===== config.mk =====
export PLATFORM = sky130hd
export DESIGN_NAME = lane_popcount
export DESIGN_NICKNAME = d
export VERILOG_FILES = /design/src/rtl/lane_popcount.sv
export SDC_FILE = /design/constraint.sdc
export NUM_CORES = 1
export LEC_CHECK = 0
export BUFFER_PORTS_ARGS = -buffer_cell sky130_fd_sc_hd__buf_4
export CAP_MARGIN = 30
export CORE_MARGIN = 3
export CORE_UTILIZATION = 55
export CTS_BUF_LIST = sky130_fd_sc_hd__clkbuf_2
export DETAILED_ROUTE_END_ITERATION = 10
export PLACE_DENSITY = 0.89
export SYNTH_ARGS = -nofsm -noshare
export SYNTH_HDL_FRONTEND = slang
export SYNTH_SLANG_ARGS = --single-unit

===== constraint.sdc =====
create_clock -name clk -period 0.8 [get_ports clk]
set_input_delay 0.16 -clock clk [delete_from_list [all_inputs] [get_ports clk]]
set_output_delay 0.16 -clock clk [all_outputs]
set_load 0.01 [all_outputs]

===== src/rtl/lane_popcount.sv =====
module lane_popcount (
  input  logic        clk,
  input  logic        rst_n,
  input  logic        in_valid,
  input  logic [63:0] in_word,
  input  logic [2:0]  size_sel,
  output logic        out_valid,
  output logic [63:0] out_counts
);

  localparam logic [63:0] K_ODD   = 64'h5555_5555_5555_5555;
  localparam logic [63:0] K_PAIR  = 64'h3333_3333_3333_3333;
  localparam logic [63:0] K_NIB   = 64'h0F0F_0F0F_0F0F_0F0F;
  localparam logic [63:0] K_HALF  = 64'h001F_001F_001F_001F;
  localparam logic [63:0] K_WORD  = 64'h0000_003F_0000_003F;
  localparam logic [63:0] K_WHOLE = 64'h0000_0000_0000_007F;

  logic [63:0] c2, c4, c8, c16, c32, c64, pick;

  // each step merges neighbouring counts; above bytes, upper lane bits carry stale partial sums
  assign c2  = in_word - ((in_word >> 1) & K_ODD);
  assign c4  = (c2 & K_PAIR) + ((c2 >> 2) & K_PAIR);
  assign c8  = (c4 + (c4 >> 4)) & K_NIB;
  assign c16 = c8 + (c8 >> 8);
  assign c32 = c16 + (c16 >> 16);
  assign c64 = c32 + (c32 >> 32);

  always_comb begin
    case (size_sel)
      3'd0:    pick = c2;
      3'd1:    pick = c4;
      3'd2:    pick = c8;
      3'd3:    pick = c16 & K_HALF;
      3'd4:    pick = c32 & K_WORD;
      default: pick = c64 & K_WHOLE;
    endcase
  end

  always_ff @(posedge clk or negedge rst_n) begin
    if (!rst_n) begin
      out_valid  <= 1'b0;
      out_counts <= '0;
    end else begin
      out_valid <= in_valid;
      if (in_valid) out_counts <= pick;
    end
  end

  p_reset_clear_r1: assert property (@(posedge clk) !rst_n |-> (!out_valid && out_counts == 64'd0));

  p_valid_follow_r2: assert property (@(posedge clk) disable iff (!rst_n)
    1'b1 |=> (out_valid == $past(in_valid)));

  p_lane_le2_r3: assert property (@(posedge clk) disable iff (!rst_n)
    (in_valid && size_sel == 3'd0) |=> ((out_counts & (out_counts >> 1) & K_ODD) == 64'd0));

  p_whole_count_r8: assert property (@(posedge clk) disable iff (!rst_n)
    (in_valid && size_sel >= 3'd5) |=> (out_counts == 64'($countones($past(in_word)))));

  p_hold_idle_r10: assert property (@(posedge clk) disable iff (!rst_n)
    !in_valid |=> $stable(out_counts));

endmodule


==> results.sh, run 1 <==
export IMPL_status="aborted with a tool error"
export IMPL_lastStage="4_1_cts"
export IMPL_error_line="[ERROR DPL-0038] Utilization greater than 100%, impossible to legalize"
export IMPL_io_pin_count=135
export IMPL_num_rows=46
export IMPL_synth_cell_types=80
export IMPL_netlist_instances=1058
export IMPL_clockRootBuffer="clkbuf_2"
export IMPL_dieHeight_um=134
export IMPL_cts_sinks=65
export IMPL_synth_seq_cells=65
export IMPL_postCtsSetupBuffers=139
export IMPL_cts_buffer_depth=2
export IMPL_fp_dieW_um=134
export IMPL_cts_hold_buf=1
export IMPL_syn_area_sq_mm=0.00896
export IMPL_htree_levels=3
export IMPL_yosys_most_used_dff="dfrtp_1"
export IMPL_ys_seq_area_frac=0.182
export IMPL_port_buffers=134
export IMPL_dp_hpwl_mm=33.3
export IMPL_start_util=0.564
export IMPL_cts_resized=311
export IMPL_avgSynthCellArea_sq_um=8.47
export IMPL_place_gp_congestion=1.07
export IMPL_cts_buffers=9
export IMPL_async_reset_ff_frac=1.00
export IMPL_ys_warn_count=0
export IMPL_syn_nets=1303
export IMPL_synth_edf_count=0
[cells in the mapped netlist (4+ instances only)]
master	n	area [sq um]
xor2_1	18	158
inv_1	119	447
a221o_1	5	50.1
a21boi_0	4	30.0
ha_1	144	1800
or4_1	4	30.0
o2bb2ai_1	7	61.3
and4_1	5	43.8
o21a_1	7	52.6
nor2b_1	7	43.8
and3_1	5	31.3
clkbuf_1	33	124
o21bai_1	6	45.0
o21ai_0	49	245
mux2i_1	4	40.0
a222oi_1	5	50.1
nor4_1	11	68.8
a311oi_1	4	35.0
a211oi_1	10	75.1
fa_1	31	621
mux2_2	7	78.8
a31oi_1	12	75.1
a21o_1	38	285
nor2_1	112	420
nand2_1	56	210
nand2b_1	13	81.3
nor3_1	13	65.1
a221oi_1	18	158
dfrtp_1	65	1630
nand4_1	6	37.5
a22o_1	9	78.8
o211ai_1	6	45.0
nand3_1	12	60.1
a21oi_1	65	325
or2_2	5	31.3
xnor2_1	66	578
a22oi_1	10	75.1
[per-stage QoR]
step	cells	worst slack [ps]	instance area, sq um	utilization
after global placement	1763	-5470	13600	0.856
after floorplan	1058	-5080	9460	-
after detailed placement	1763	-5980	13600	0.856
[cell families after synthesis]
kind of cell | Yosys count | share of synthesized area
AO/OA/AOI/OAI | 296 | 0.236
AND/OR/NAND/NOR | 266 | 0.142
adder cells (fa/ha/maj) | 175 | 0.270
buffers and inverters | 157 | 0.0661
XOR/XNOR | 86 | 0.0858
flip-flops | 65 | 0.182
multiplexers | 13 | 0.0183
==> run 2: changes to the inputs <==
--- a/config.mk
+++ b/config.mk
@@ -8,10 +8,9 @@
 export BUFFER_PORTS_ARGS = -buffer_cell sky130_fd_sc_hd__buf_4
 export CAP_MARGIN = 30
 export CORE_MARGIN = 3
-export CORE_UTILIZATION = 55
-export CTS_BUF_LIST = sky130_fd_sc_hd__clkbuf_2
+export CORE_UTILIZATION = 40
 export DETAILED_ROUTE_END_ITERATION = 10
-export PLACE_DENSITY = 0.89
+export PLACE_DENSITY_LB_ADDON = 0.15
 export SYNTH_ARGS = -nofsm -noshare
 export SYNTH_HDL_FRONTEND = slang
 export SYNTH_SLANG_ARGS = --single-unit
==> constraint.sdc (replaced) <==
create_clock -name clk -period 1 [get_ports clk]
set_input_delay 0.2 -clock clk [delete_from_list [all_inputs] [get_ports clk]]
set_output_delay 0.2 -clock clk [all_outputs]
set_load 0.01 [all_outputs]
==> results.sh, run 2 <==
export IMPL_clkLatencyLatePin_ps=350
export IMPL_synth_top_area_frac=0.201
export IMPL_fin_area_sq_mm=0.0170
export IMPL_status="finished, violations left"
export IMPL_slew_headroom=0.655
export IMPL_synth_compound_area_share=0.236
export IMPL_path_class="in2reg"
export IMPL_max_freq_mhz=162
export IMPL_hold_path_class="in2reg"
export IMPL_diodes=0
export IMPL_clockRootBuffer="clkbuf_16"
export IMPL_critPathArrivalTime_ps=6390
export IMPL_io_pin_count=135
export IMPL_start_util=0.409
export IMPL_worstMarginPinSlew_ps=512
export IMPL_timing_final_crit_share=6.16
export IMPL_avgSynthCellArea_sq_um=8.47
export IMPL_vias=10735
export IMPL_first_pass_iters=7
export IMPL_yosys_top_cells_count="144 x ha_1, 119 x inv_1, 112 x nor2_1"
export IMPL_drtIter0Drc=713
export IMPL_fp_dieW_um=156
export IMPL_overflow=0
export IMPL_area_growth_pct=89.7
export IMPL_die_area_sq_mm=0.0242
export IMPL_end_kind="register"
export IMPL_detail_route_antenna_nets=0
export IMPL_min_period_ps=6160
export IMPL_antenna_found_initial=0
export IMPL_syn_nets=1303
export IMPL_grt_pass1_vias=10509
export IMPL_cts_reportedPaths_clkPinSlew_ps=50
export IMPL_ys_seq_area_frac=0.182
export IMPL_largest_reg_flops=64
export IMPL_synth_top_area_cell="ha_1"
export IMPL_report_final_slew_viol_count=0
export IMPL_p_leak_nw=8.19
export IMPL_synthSimpleGateAreaFrac=0.142
export IMPL_cts_tree="built"
export IMPL_peakVddDrop_v=0.00532
export IMPL_setup_violations_final=129
export IMPL_synth_top_family_by_area="adder cells"
export IMPL_yosys_top_cells_area="ha_1 20%, dfrtp_1 18%, fa_1 6.9%, xnor2_1 6.5%, inv_1 5.0%"
export IMPL_max_cap_viol_count=0
export IMPL_synthAdderAreaFrac=0.270
export IMPL_fin_tns_setup_ps=-182200
export IMPL_top_regs="out_counts x64, out_valid x1"
export IMPL_htree_levels=3
export IMPL_cts_buffers=9
export IMPL_place_gp_congestion=0.909
export IMPL_regMostFlops="out_counts"
export IMPL_final_seq_area_sq_mm=0.00163
export IMPL_core_sq_mm=0.0219
export IMPL_async_reset_ff_frac=1.00
export IMPL_num_rows=54
export IMPL_dpl_cell_area_sq_mm=0.0138
export IMPL_multi_input_area_sq_mm=0.00871
export IMPL_dp_hpwl_mm=26.4
export IMPL_netlist_instances=1058
export IMPL_wl_mm=38.1
export IMPL_hold_viol_final=0
export IMPL_grt_pass1_wl_mm=54.2
export IMPL_final_cell_mix="508 x buf_4, 134 x buf_6, 100 x nor2_1"
export IMPL_drc=0
export IMPL_rsz0062_at_grt="yes"
export IMPL_drive_gt1_frac=0.588
export IMPL_synth_edf_count=0
export IMPL_synth_most_common_cell="ha_1"
export IMPL_grt_use_total=0.279
export IMPL_cts_sinks=65
export IMPL_wl_per_cell_um=19.4
export IMPL_layout_setup_ws_ps=-5160
export IMPL_viasPerCell=5.45
export IMPL_ys_warn_count=0
export IMPL_final_util=0.776
export IMPL_finalNetCount=1930
export IMPL_finClkSkew_ps=0
export IMPL_yosys_most_used_dff="dfrtp_1"
export IMPL_cp_required_ps=1230
export IMPL_num_fill_cells=1352
export IMPL_synthMuxAreaShare=0.0183
export IMPL_synth_cell_types=80
export IMPL_dieHeight_um=156
export IMPL_port_buffers=134
export IMPL_mostFrequentLayoutCell="buf_4"
export IMPL_cp_start_kind="input pin"
export IMPL_synth_xor_area_frac=0.0858
export IMPL_grt_max_degree=66
export IMPL_violations="negative setup slack"
export IMPL_syn_area_sq_mm=0.00896
export IMPL_power_density_mw_per_mm2=3840
export IMPL_synth_seq_cells=65
export IMPL_power_total_w=0.0652
export IMPL_path_max_fanout=4
export IMPL_cts_buffer_depth=2
-- run 2: cell counts after synthesis --
Identical to the previous run, type by type.
-- run 2: routing by layer --
| layer | up-vias | GRT usage | routed length, um |
|---|---|---|---|
| li1 | 5008 | - | - |
| met1 | 5198 | 0.376 | 16000 |
| met2 | 443 | 0.468 | 18900 |
| met3 | 86 | 0.0300 | 2130 |
| met4 | 0 | 0.0942 | 1150 |
| met5 | - | 0 | 0 |
-- run 2: area by class of cell --
class | count | share of cell area
Clock buffer | 12 | 0.0145
Clock inverter | 4 | 0.00169
Inverter | 120 | 0.0298
Multi-Input combinational cell | 836 | 0.513
Sequential cell | 65 | 0.0957
Tap cell | 280 | 0.0206
Timing Repair Buffer | 653 | 0.325
-- run 2: report_power, final --
part	total [W]	switching (W)	internal, W
clock network	0.00311	0.00136	0.00175
registers	0.00376	0.000555	0.00321
logic	0.0583	0.0258	0.0325
-- run 2: through the flow --
step | cells | hold WS (ps) | worst slack [ps]
floorplan | 1058 | -95.6 | -4920
CTS | 1924 | 245 | -5000
global placement | 1848 | 227 | -5330
detailed placement | 1848 | 241 | -5520
global route | 1970 | 262 | -5300
finish | 1970 | 258 | -5160
-- run 2: cell families (layout without fill, tap and decap cells) --
family,count (synthesis),after routing
xor gates and xnor gates,86,86
and+or+nand+nor,266,266
buffers and inverters,157,789
muxes,13,13
DFF,65,65
AOI/OAI and AO/OA,296,296
adders and majority gates,175,175
-- run 2: final timing paths --
path	startpoint	end	slack, ps	depth (start not counted)
worst max-delay path	in_word[8]	out_counts[3]	-5160	28
worst min-delay path	in_valid	out_valid	260	2
worst max register to register	out_counts[45]	out_counts[45]	0	2
worst min register to register	out_counts[41]	out_counts[41]	520	1
max in group asynchronous	rst_n	out_counts[20]	290	3
min in group asynchronous	rst_n	out_counts[1]	380	3
-- run 2: critical path, cell delays in order --
cell and delay, ps:
buf_6 90, inv_6 40, ha_4 250, nand2b_4 150, a21oi_2 160, a311oi_2 50, buf_4 170, a2111oi_4 450
o2bb2ai_2 190, a211oi_4 90, o31a_1 340, o31a_1 300, xnor2_2 160, fa_1 540, inv_2 60, fa_1 530
inv_2 70, fa_2 600, fa_2 490, buf_6 150, ha_4 220, a21o_1 170, a21o_1 230, xnor2_2 160
o21ai_1 80, o21ai_1 70, a21oi_1 80, mux2_4 260
-- run 2: what timing repair did --
item / CTS / global route
hold endpoints to repair: 65 / 0
pin swaps: 93 / 115
setup endpoints to repair: 129 / 129
hold buffers: 1 / 0
resized for setup: 228 / 188
buffers inserted: 65 / 56
No activity file was read; power rests on OpenSTA's default activity.
